===== src/rtl/flash_status_pkg.sv =====
package flash_status_pkg;

  typedef enum logic [1:0] {
    MODE_PROG    = 2'b00,
    MODE_ERASE   = 2'b01,
    MODE_SUSP_RD = 2'b10,
    MODE_SUSP_PG = 2'b11
  } fs_mode_e;

  localparam int STAT_W   = 8;
  localparam int BIT_POLL = 7;
  localparam int BIT_TOG  = 6;
  localparam int BIT_TMO  = 5;
  localparam int BIT_KIND = 3;
  localparam int BIT_SECT = 2;

  localparam int TOG_READ = 0;
  localparam int TOG_SECT = 1;
  localparam int NUM_TOG  = 2;

  // Status word for a read, given the mode and flag state.
  function automatic logic [STAT_W-1:0] fs_status_word(
    input fs_mode_e mode,
    input logic     pend_msb,
    input logic     tog_read,
    input logic     tog_sect,
    input logic     tmo,
    input logic     hit
  );
    logic [STAT_W-1:0] w;
    w = '0;
    unique case (mode)
      MODE_PROG: begin
        w[BIT_POLL] = ~pend_msb;
        w[BIT_TOG]  = tog_read;
        w[BIT_TMO]  = tmo;
        w[BIT_KIND] = 1'b0;
        w[BIT_SECT] = 1'b1;
      end
      MODE_ERASE: begin
        w[BIT_POLL] = 1'b0;
        w[BIT_TOG]  = tog_read;
        w[BIT_TMO]  = tmo;
        w[BIT_KIND] = 1'b1;
        w[BIT_SECT] = tog_sect;
      end
      MODE_SUSP_RD: begin
        w[BIT_POLL] = 1'b1;
        w[BIT_TOG]  = 1'b1;
        w[BIT_TMO]  = 1'b0;
        w[BIT_KIND] = 1'b0;
        w[BIT_SECT] = tog_sect;
      end
      default: begin
        w[BIT_POLL] = ~pend_msb;
        w[BIT_TOG]  = tog_read;
        w[BIT_TMO]  = tmo;
        w[BIT_KIND] = 1'b0;
        w[BIT_SECT] = hit;
      end
    endcase
    return w;
  endfunction

  // Is the status word (rather than array data) returned?
  function automatic logic fs_status_visible(input logic active, input fs_mode_e mode,
                                             input logic hit);
    return active && !(mode == MODE_SUSP_RD && !hit);
  endfunction

  // Does a read advance the read toggle?
  function automatic logic fs_read_tog_steps(input fs_mode_e mode);
    return mode != MODE_SUSP_RD;
  endfunction

  // Does a read advance the sector toggle?
  function automatic logic fs_sect_tog_steps(input fs_mode_e mode, input logic hit);
    return hit && (mode == MODE_ERASE || mode == MODE_SUSP_RD);
  endfunction

endpackage


===== src/rtl/fs_read_edge.sv =====
module fs_read_edge (
  input  logic clk,
  input  logic rst_n,
  input  logic strobe,
  output logic rise
);
  logic strobe_q;

  always_ff @(posedge clk) begin
    if (!rst_n) strobe_q <= 1'b0;
    else        strobe_q <= strobe;
  end

  assign rise = strobe & ~strobe_q;
endmodule


===== src/rtl/fs_op_tracker.sv =====
module fs_op_tracker (
  input  logic clk,
  input  logic rst_n,
  input  logic op_start,
  input  logic op_done,
  output logic active
);
  always_ff @(posedge clk) begin
    if (!rst_n)        active <= 1'b0;
    else if (op_start) active <= 1'b1;
    else if (op_done)  active <= 1'b0;
  end
endmodule


===== src/rtl/fs_toggle_bank.sv =====
module fs_toggle_bank #(
  parameter int N = 2
) (
  input  logic         clk,
  input  logic         rst_n,
  input  logic         clear,
  input  logic [N-1:0] adv,
  output logic [N-1:0] tog
);
  for (genvar i = 0; i < N; i++) begin : g_tog
    always_ff @(posedge clk) begin
      if (!rst_n || clear) tog[i] <= 1'b0;
      else if (adv[i])     tog[i] <= ~tog[i];
    end
  end
endmodule


===== src/rtl/flash_status_gen.sv =====
module flash_status_gen
  import flash_status_pkg::*;
(
  input  logic              clk,
  input  logic              rst_n,
  input  logic [1:0]        op_mode,
  input  logic              op_start,
  input  logic              op_done,
  input  logic              time_over,
  input  logic              sector_hit,
  input  logic [STAT_W-1:0] pend_data,
  input  logic [STAT_W-1:0] array_data,
  input  logic              rd_strobe,
  output logic [STAT_W-1:0] rd_data
);
  fs_mode_e          mode;
  logic              rd_rise;
  logic              op_active;
  logic              status_sel;
  logic [NUM_TOG-1:0] tog_adv;
  logic [NUM_TOG-1:0] tog;
  logic [STAT_W-1:0] status_word;

  assign mode = fs_mode_e'(op_mode);

  fs_read_edge u_edge (
    .clk    (clk),
    .rst_n  (rst_n),
    .strobe (rd_strobe),
    .rise   (rd_rise)
  );

  fs_op_tracker u_track (
    .clk      (clk),
    .rst_n    (rst_n),
    .op_start (op_start),
    .op_done  (op_done),
    .active   (op_active)
  );

  assign tog_adv[TOG_READ] = rd_rise && op_active && fs_read_tog_steps(mode);
  assign tog_adv[TOG_SECT] = rd_rise && op_active && fs_sect_tog_steps(mode, sector_hit);

  fs_toggle_bank #(.N(NUM_TOG)) u_tog (
    .clk   (clk),
    .rst_n (rst_n),
    .clear (op_start),
    .adv   (tog_adv),
    .tog   (tog)
  );

  assign status_sel  = fs_status_visible(op_active, mode, sector_hit);
  assign status_word = fs_status_word(mode, pend_data[STAT_W-1], tog[TOG_READ],
                                      tog[TOG_SECT], time_over, sector_hit);

  always_ff @(posedge clk) begin
    if (!rst_n)       rd_data <= '0;
    else if (rd_rise) rd_data <= status_sel ? status_word : array_data;
  end
endmodule


===== config.mk =====
export PLATFORM = sky130hd
export DESIGN_NAME = flash_status_gen
export DESIGN_NICKNAME = d
export VERILOG_FILES = /design/src/rtl/flash_status_pkg.sv /design/src/rtl/fs_read_edge.sv /design/src/rtl/fs_op_tracker.sv /design/src/rtl/fs_toggle_bank.sv /design/src/rtl/flash_status_gen.sv
export SDC_FILE = /design/constraint.sdc
export NUM_CORES = 1
export LEC_CHECK = 0
export ABC_AREA = 1
export BUFFER_PORTS_ARGS = -buffer_cell sky130_fd_sc_hd__buf_2
export CAP_MARGIN = 20
export CORE_UTILIZATION = 40
export CTS_CLUSTER_SIZE = 14
export DETAILED_ROUTE_END_ITERATION = 10
export PLACE_DENSITY = 0.71
export SLEW_MARGIN = 30
export SYNTH_ARGS = -nofsm -noshare
export SYNTH_HDL_FRONTEND = slang
export SYNTH_SLANG_ARGS = --single-unit
export TNS_END_PERCENT = 5

===== constraint.sdc =====
create_clock -name clk -period 3 [get_ports clk]
set_clock_uncertainty 0.05 [all_clocks]
set_input_delay 0.3 -clock clk [delete_from_list [all_inputs] [get_ports clk]]
set_output_delay 0.3 -clock clk [all_outputs]
set_load 0.1 [all_outputs]

==> results.txt, run 1 <==
----------------------------------------------------
[Layout]
  Layout-stage area growth over the synthesis result ... 25.7%
  Number of standard cells in the layout, taps in and fillers out ... 140
  Antenna diode count ... 0
  Fraction of final layout cells with drive strength greater than 1 ... 26.6%
  Final Cell Area ... 833 um2
  Final net count ... 155
  Top library cells by usage in the layout, fill and taps aside ... nand2_1 (25), buf_2 (25), inv_1 (13), nor2_1 (13), dfxtp_1 (12)

[Clock tree]
  Cells resized by post-CTS repair ... 0
  Post-CTS setup repair buffer count ... 0
  Bufs on Longest Clock Path ... 2
  Clock transition at path regs ... 0.08 ns
  Buffer type at the clock tree root ... clkbuf_4
  Count of hold-fix buffers inserted at cts ... 0
  Sinks on Clock Net ... 12
  Clock tree from TritonCTS ... yes
  H-tree levels ... 1
  Worst-Skew Late Latency ... ~0.28 ns
  Inserted Clock Buffers ... 3

[Critical path]
  Crit Path Max Fanout ... 2
  CP Data Arrival Time ... 1.04 ns
  CP endpoint kind ... output port
  CP max stage delay ... 0.42 ns
  Kind of start point of the critical path ... register
  Classification of the worst setup path ... register to output port
  Worst R2R End ... rd_data[3]
  Worst setup slack for register-to-register paths ... 1.85 ns
  Crit path buf inv count ... 1
  Critical Path Slowest Stage Cell ... buf_2
  Crit path cell chain ... buf_2
  Origin of the critical flop-to-flop path ... u_track.active
  Top delay family on crit path ... buffers and inverters
  Data required time at the worst endpoint ... 2.65 ns
  Depth of the worst register-to-register path ... 7

[GRT]
  Pin count of the biggest net entering global routing ... 19
  Wire length of the first global-routing pass ... 2520 um
  Number of antenna violations at the first check in global routing ... 0
  Overflow left after global routing ... 0
  All-Layer GR Usage ... approximately 18%
  Via count of the first global-routing pass ... 643

[Synthesis]
  Average instance area after synthesis ... slightly below 7 um2
  Mapped cell area ... approximately 660 um2
  Cell count after synthesis ... 96
  Count of distinct cell types in the synthesized netlist ... 16
  Sequential fraction of the synthesis area ... 36.2%
  Yosys warning total ... 0
  Syn Nets ... 126
  Synth Register Bits ... 12

[Floorplanning]
  Die outline area ... 1820 um2
  Floorplan die height ... 42.7 um
  DIE WIDTH ... between 40 and 50 um
  Placeable core area ... 1520 um2
  Standard-cell rows ... 14
  I/O pin total ... 33
  Initial Util ... 43.5%

[Min path]
  Hold-critical path endpoint ... u_edge.strobe_q
  Hold-critical path depth ... 3
  Launch instance of the worst min-delay path ... rd_strobe
  Class of the tightest hold or removal check ... input port to register

[STA]
  Tightest Pin Transition ... 0.488 ns
  Number of endpoints with negative hold slack in the final report ... 0
  Worst-case hold slack ... 0.154 ns
  Max Freq ... between 700 and 800 MHz
  Tmin final ... 1.39 ns
  Summed negative setup slack over all endpoints ... 0 ns
  Final slew viol count ... 0
  RSZ-0062 raised after global routing ... no
  Fin crit share ... 46.4%
  Final setup viols ... 0
  Max_slew headroom ... 67.7%

[Route]
  Post-detailed-route count of antenna-violating nets ... 0
  Remaining routing DRC violations ... 0
  Router iterations before antenna repair ... 4
  Vias ... between 600 and 700
  Routed vias/inst ... around 4.8
  DR WL/cell ... between 9 and 10 um
  Total Wirelength ... 1390 um
  Iteration-0 DRC count of the detailed router ... 2

[Placement]
  Dpl cell area ... 797 um2
  Placer congestion estimate ... about 0.8
  Number of cells in the design after placement ... 136
  Detailed placement HPWL ... a little over 1000 um
  Number of buffers added on ports ... 25

[Power and ir drop]
  P_leak ... approximately 0.47 nW
  Proportion of power drawn by combinational gates ... 29.9%
  Clock network power share ... a little under a third
  Worst vdd ir ... 0.263 mV
  Switching pwr ... around 0.00017 W
  Net switching fraction of the power ... between 30% and 40%
  P per Cell Area ... 530 nW/um2
  Cell-internal power ... 0.000275 W
  Reg power frac ... 39.8%

[Status]
  Run status ... completed

[Flow run]
  Maxcap violations ... 0

----------------------------------------------------
## kinds of logic (layout without fill, tap and decap cells)
logic type,after synthesis,after routing,synth area share [%]
fa+ha+maj,5,5,9.43
flops,12,12,36.2
simple gates,51,51,34.5
buf+inv,15,43,9.62
compound gates,13,13,10.2
## worst reg2reg max path, cell delays in order, from the launching register on
cell     delay (ns)
dfxtp_1        0.42
nand2_1        0.15
nand2_2        0.13
inv_2          0.07
nand2_1        0.06
nand3_1        0.06
nand2_1        0.07
inv_1          0.03
## routing by layer
layer,up-vias,global-route usage [%],wire length (um)
met5,-,0,0
met4,0,9.38,30
met3,4,4.26,53
met2,17,31.2,691
met1,298,21.1,615
li1,356,-,-
## how the worst max path moves through the flow
stage	to	from	cells after the start
after global routing	rd_data[2]	rd_data[2]	1
after CTS	rd_data[2]	rd_data[2]	1
after detailed placement	rd_data[3]	op_mode[0]	11
after floorplan	rd_data[0]	rd_data[0]	2
after global placement	rd_data[3]	op_mode[0]	11
final	rd_data[2]	rd_data[2]	1
## state kept, by name (all words and copies together), names as in the netlist
name,flops
u_tog.tog,2
u_track.active,1
u_edge.strobe_q,1
rd_data,8
## power by group through the flow
| stage | Combinational, W | Clock [W] | Sequential, W |
|---|---|---|---|
| floorplan | 0.0000426 | 0 | 0.000242 |
| global placement | 0.000130 | 0 | 0.000179 |
| global route | 0.000143 | 0.000140 | 0.000178 |
| finish | 0.000132 | 0.000134 | 0.000176 |
| detailed placement | 0.000133 | 0 | 0.000180 |
| CTS | 0.000133 | 0.000132 | 0.000176 |
## synth_stat cells
cell / number / area (um2)
nand2_2: 2 / 12.5
dfxtp_1: 12 / 240
o21ai_0: 6 / 30.0
nand2_1: 25 / 93.8
nand4_1: 1 / 6.26
a21oi_1: 6 / 30.0
nor3_1: 1 / 5.00
a21boi_0: 1 / 7.51
ha_1: 5 / 62.6
nor2_8: 1 / 20.0
inv_2: 1 / 3.75
nand3_1: 7 / 35.0
nor2_1: 13 / 48.8
inv_1: 13 / 48.8
buf_6: 1 / 11.3
nand3b_1: 1 / 7.51
## metrics by stage
| stage | worst slack, ns | utilization (%) | power, W |
|---|---|---|---|
| 3_3_place_gp | 1.54 | 52.3 | 0.000310 |
| 5_1_grt | 1.56 | 54.7 | 0.000461 |
| 3_5_place_dp | 1.50 | 52.3 | 0.000312 |
| 4_1_cts | 1.60 | 54.7 | 0.000441 |
| 6_report | 1.61 | 54.7 | 0.000442 |
| 2_1_floorplan | 1.63 | - | 0.000284 |
## layout make-up
type,instances,area [um2]
Multi-Input combinational cell,69,359
Fill cell,159,691
Sequential cell,12,240
Inverter,14,52.6
Tap cell,16,20.0
Timing Repair Buffer,25,125
Clock buffer,4,36.3
No activity file was read; power rests on OpenSTA's default activity.
==> run 2, diff against run 1 <==
- clock period: 3 -> 1.3 ns (I/O delays scaled with it)
==> run 2 against run 1 <==
Effect of this change: global-route usage fell by 1.5 points; worst hold slack got worse by 0.13 ns; design area rose by 5.0%; power rose by 130%; critical path depth did not move; routed wire length fell by 6.9%; utilization rose by 2.7 points; non-clock buffer count rose by 5; clock-buffer cell count did not move; via count rose by 0.44%; largest cell class unchanged; largest power group unchanged.
==> results.txt, run 2 (same netlist as run 1, synthesis figures left out) <==
----------------------------------------------------
[Status]
  Run status ... completed

[Route]
  Vias ... 678 (+0.44%)
  Iteration-0 DRC count of the detailed router ... 5 (+3)
  Remaining routing DRC violations ... 0 (unchanged)
  Router iterations before antenna repair ... 2 (-2)
  Routed vias/inst ... 4.68 (-3.0%)
  WL met2 ... 617 um (-11%)
  Total Wirelength ... 1290 um (-6.9%)
  Met1 Wirelength ... 594 um (-3.4%)
  DR WL/cell ... 8.92 um (-10%)
  Post-detailed-route count of antenna-violating nets ... 0 (unchanged)
  Top Metal Used ... met4
  Wire length on met3 ... 36 um (-32%)

[Placement]
  Placer congestion estimate ... 0.750 (-4.2%)
  Detailed placement HPWL ... 1030 um (about the same)
  Number of cells in the design after placement ... 140 (+2.9%)
  Number of buffers added on ports ... 25 (unchanged)

[Layout]
  Largest Register ... rd_data
  Final net count ... 160 (+3.2%)
  Number of flip-flops under the largest register name ... 8 (unchanged)
  Number of standard cells in the layout, taps in and fillers out ... 145 (+3.6%)
  Biggest regs ... rd_data x8, u_tog.tog x2
  Antenna diode count ... 0 (unchanged)
  Layout-stage area growth over the synthesis result ... 31.9%
  Top library cells by usage in the layout, fill and taps aside ... nand2_1 (25), buf_2 (25), nor2_1 (13)
  Fraction of final layout cells with drive strength greater than 1 ... 30.2% (+3.6 points)
  Fill cell count ... 155 (-2.5%)

[Critical path]
  Data required time at the worst endpoint ... 1.12 ns (-1.53 ns)
  Worst setup slack for register-to-register paths ... 0.20 ns (-1.65 ns)
  Kind of start point of the critical path ... register
  Crit path cell chain ... buf_2
  Classification of the worst setup path ... register to output port
  Origin of the critical flop-to-flop path ... u_track.active
  Crit path buf inv count ... 1 (unchanged)
  Critical Path Slowest Stage Cell ... buf_2
  CP endpoint kind ... output port
  CP max stage delay ... 0.43 ns (about the same)
  CP Data Arrival Time ... 1.04 ns (about the same)
  Crit Path Max Fanout ... 2 (unchanged)
  Launching element of the worst setup path ... rd_data[3]
  Top delay family on crit path ... buffers and inverters

[STA]
  Final setup viols ... 0 (unchanged)
  Tmin final ... 1.22 ns
  RSZ-0062 raised after global routing ... no
  Max_slew headroom ... 68.0% (+0.33 points)
  Number of endpoints with negative hold slack in the final report ... 0 (unchanged)
  Tightest Pin Transition ... 0.484 ns (-0.00494 ns)
  Max Freq ... around 820 MHz
  Final slew viol count ... 0 (unchanged)
  Fin crit share ... roughly 94%

[Clock tree]
  Worst-Skew Late Latency ... 0.27 ns (about the same)
  H-tree levels ... 1 (unchanged)
  Post-CTS setup repair buffer count ... 0 (unchanged)
  Buffer type at the clock tree root ... clkbuf_4
  Clock transition at path regs ... 0.07 ns (about the same)
  Bufs on Longest Clock Path ... 2 (unchanged)
  Clock tree from TritonCTS ... yes
  Inserted Clock Buffers ... 3 (unchanged)
  Sinks on Clock Net ... 12 (unchanged)

[Power and ir drop]
  P_leak ... 0.488 nW (+4.7%)
  Overall power consumption ... 0.00102 W (+130%)
  P per Cell Area ... 1160 nW/um2 (+120%)
  Worst vdd ir ... 0.641 mV (+140%)

[Floorplanning]
  Die outline area ... 1820 um2 (unchanged)
  Placeable core area ... 1520 um2 (unchanged)
  Initial Util ... 43.5% (unchanged)
  I/O pin total ... 33 (unchanged)
  DIE WIDTH ... 42.7 um (unchanged)
  Standard-cell rows ... 14 (unchanged)
  Floorplan die height ... 42.7 um (unchanged)

[GRT]
  Number of antenna violations at the first check in global routing ... 0 (unchanged)
  Pin count of the biggest net entering global routing ... 14 (-5)
  All-Layer GR Usage ... 16.8% (-1.5 points)
  Via count of the first global-routing pass ... 598 (-7.0%)
  Wire length of the first global-routing pass ... 2320 um (-7.9%)
  Overflow left after global routing ... 0 (unchanged)

[Min path]
  Class of the tightest hold or removal check ... input port to register
  Launch instance of the worst min-delay path ... op_start

[Flow run]
  Maxcap violations ... 0 (unchanged)

----------------------------------------------------
==> run 2: cell count changes in the layout (fill, tap and decap cells not counted) <==
cell,delta
buf_4,+4
dfxtp_1,-1
dfxtp_2,+1
dlygate4sd3_1,+1
inv_1,-1
inv_2,+1
==> run 2: cell type report <==
| type | count | area [um2] | share of cell area (%) |
|---|---|---|---|
| Multi-Input combinational cell | 69 | 359 | 41.1 |
| Tap cell | 16 | 20.0 | 2.29 |
| Timing Repair Buffer | 30 | 165 | 18.9 |
| Sequential cell | 12 | 241 | 27.6 |
| Clock buffer | 4 | 36.3 | 4.15 |
| Inverter | 14 | 52.6 | 6.01 |
==> run 2: final timing paths <==
path | to | cells after the start
worst max-delay path | rd_data[3] | 1
worst min-delay path | u_track.active | 3
worst max register to register | rd_data[3] | 7
worst min register to register | u_tog.tog[0] | 2
==> run 2: metrics by stage <==
stage	setup TNS, ns	setup slack, ns	instance area [um2]	hold slack (ns)	util (%)
finish	0	0.0809	875	0.0262	57.4
global route	0	0.0172	875	0.0368	57.4
CTS	0	0.0265	875	0.0182	57.4
detailed placement	0	0.0798	828	0.279	54.4
global placement	0	0.103	828	0.274	54.4
floorplan	-0.389	-0.0656	664	0.173	-
==> run 2: where the power goes <==
group          switching (W)  internal, W  leakage [nW]
combinational       0.000232    0.0000828         0.368
clock               0.000123     0.000170        0.0210
sequential         0.0000147     0.000392        0.0995
total               0.000369     0.000646         0.488
==> run 2: metal layers <==
metal / vias up / global-route usage [%]
li1: 365 / -
met1: 292 / 19.8
met2: 16 / 27.9
met3: 5 / 1.28
met4: 0 / 13.1
met5: - / 0
==> run 2: timing repair <==
| item | in CTS | in global routing |
|---|---|---|
| hold buffers | 1 | 0 |
| endpoints found under the setup margin | 0 | 7 |
| hold endpoints to repair | 1 | 0 |
| gates resized for setup | 0 | 1 |
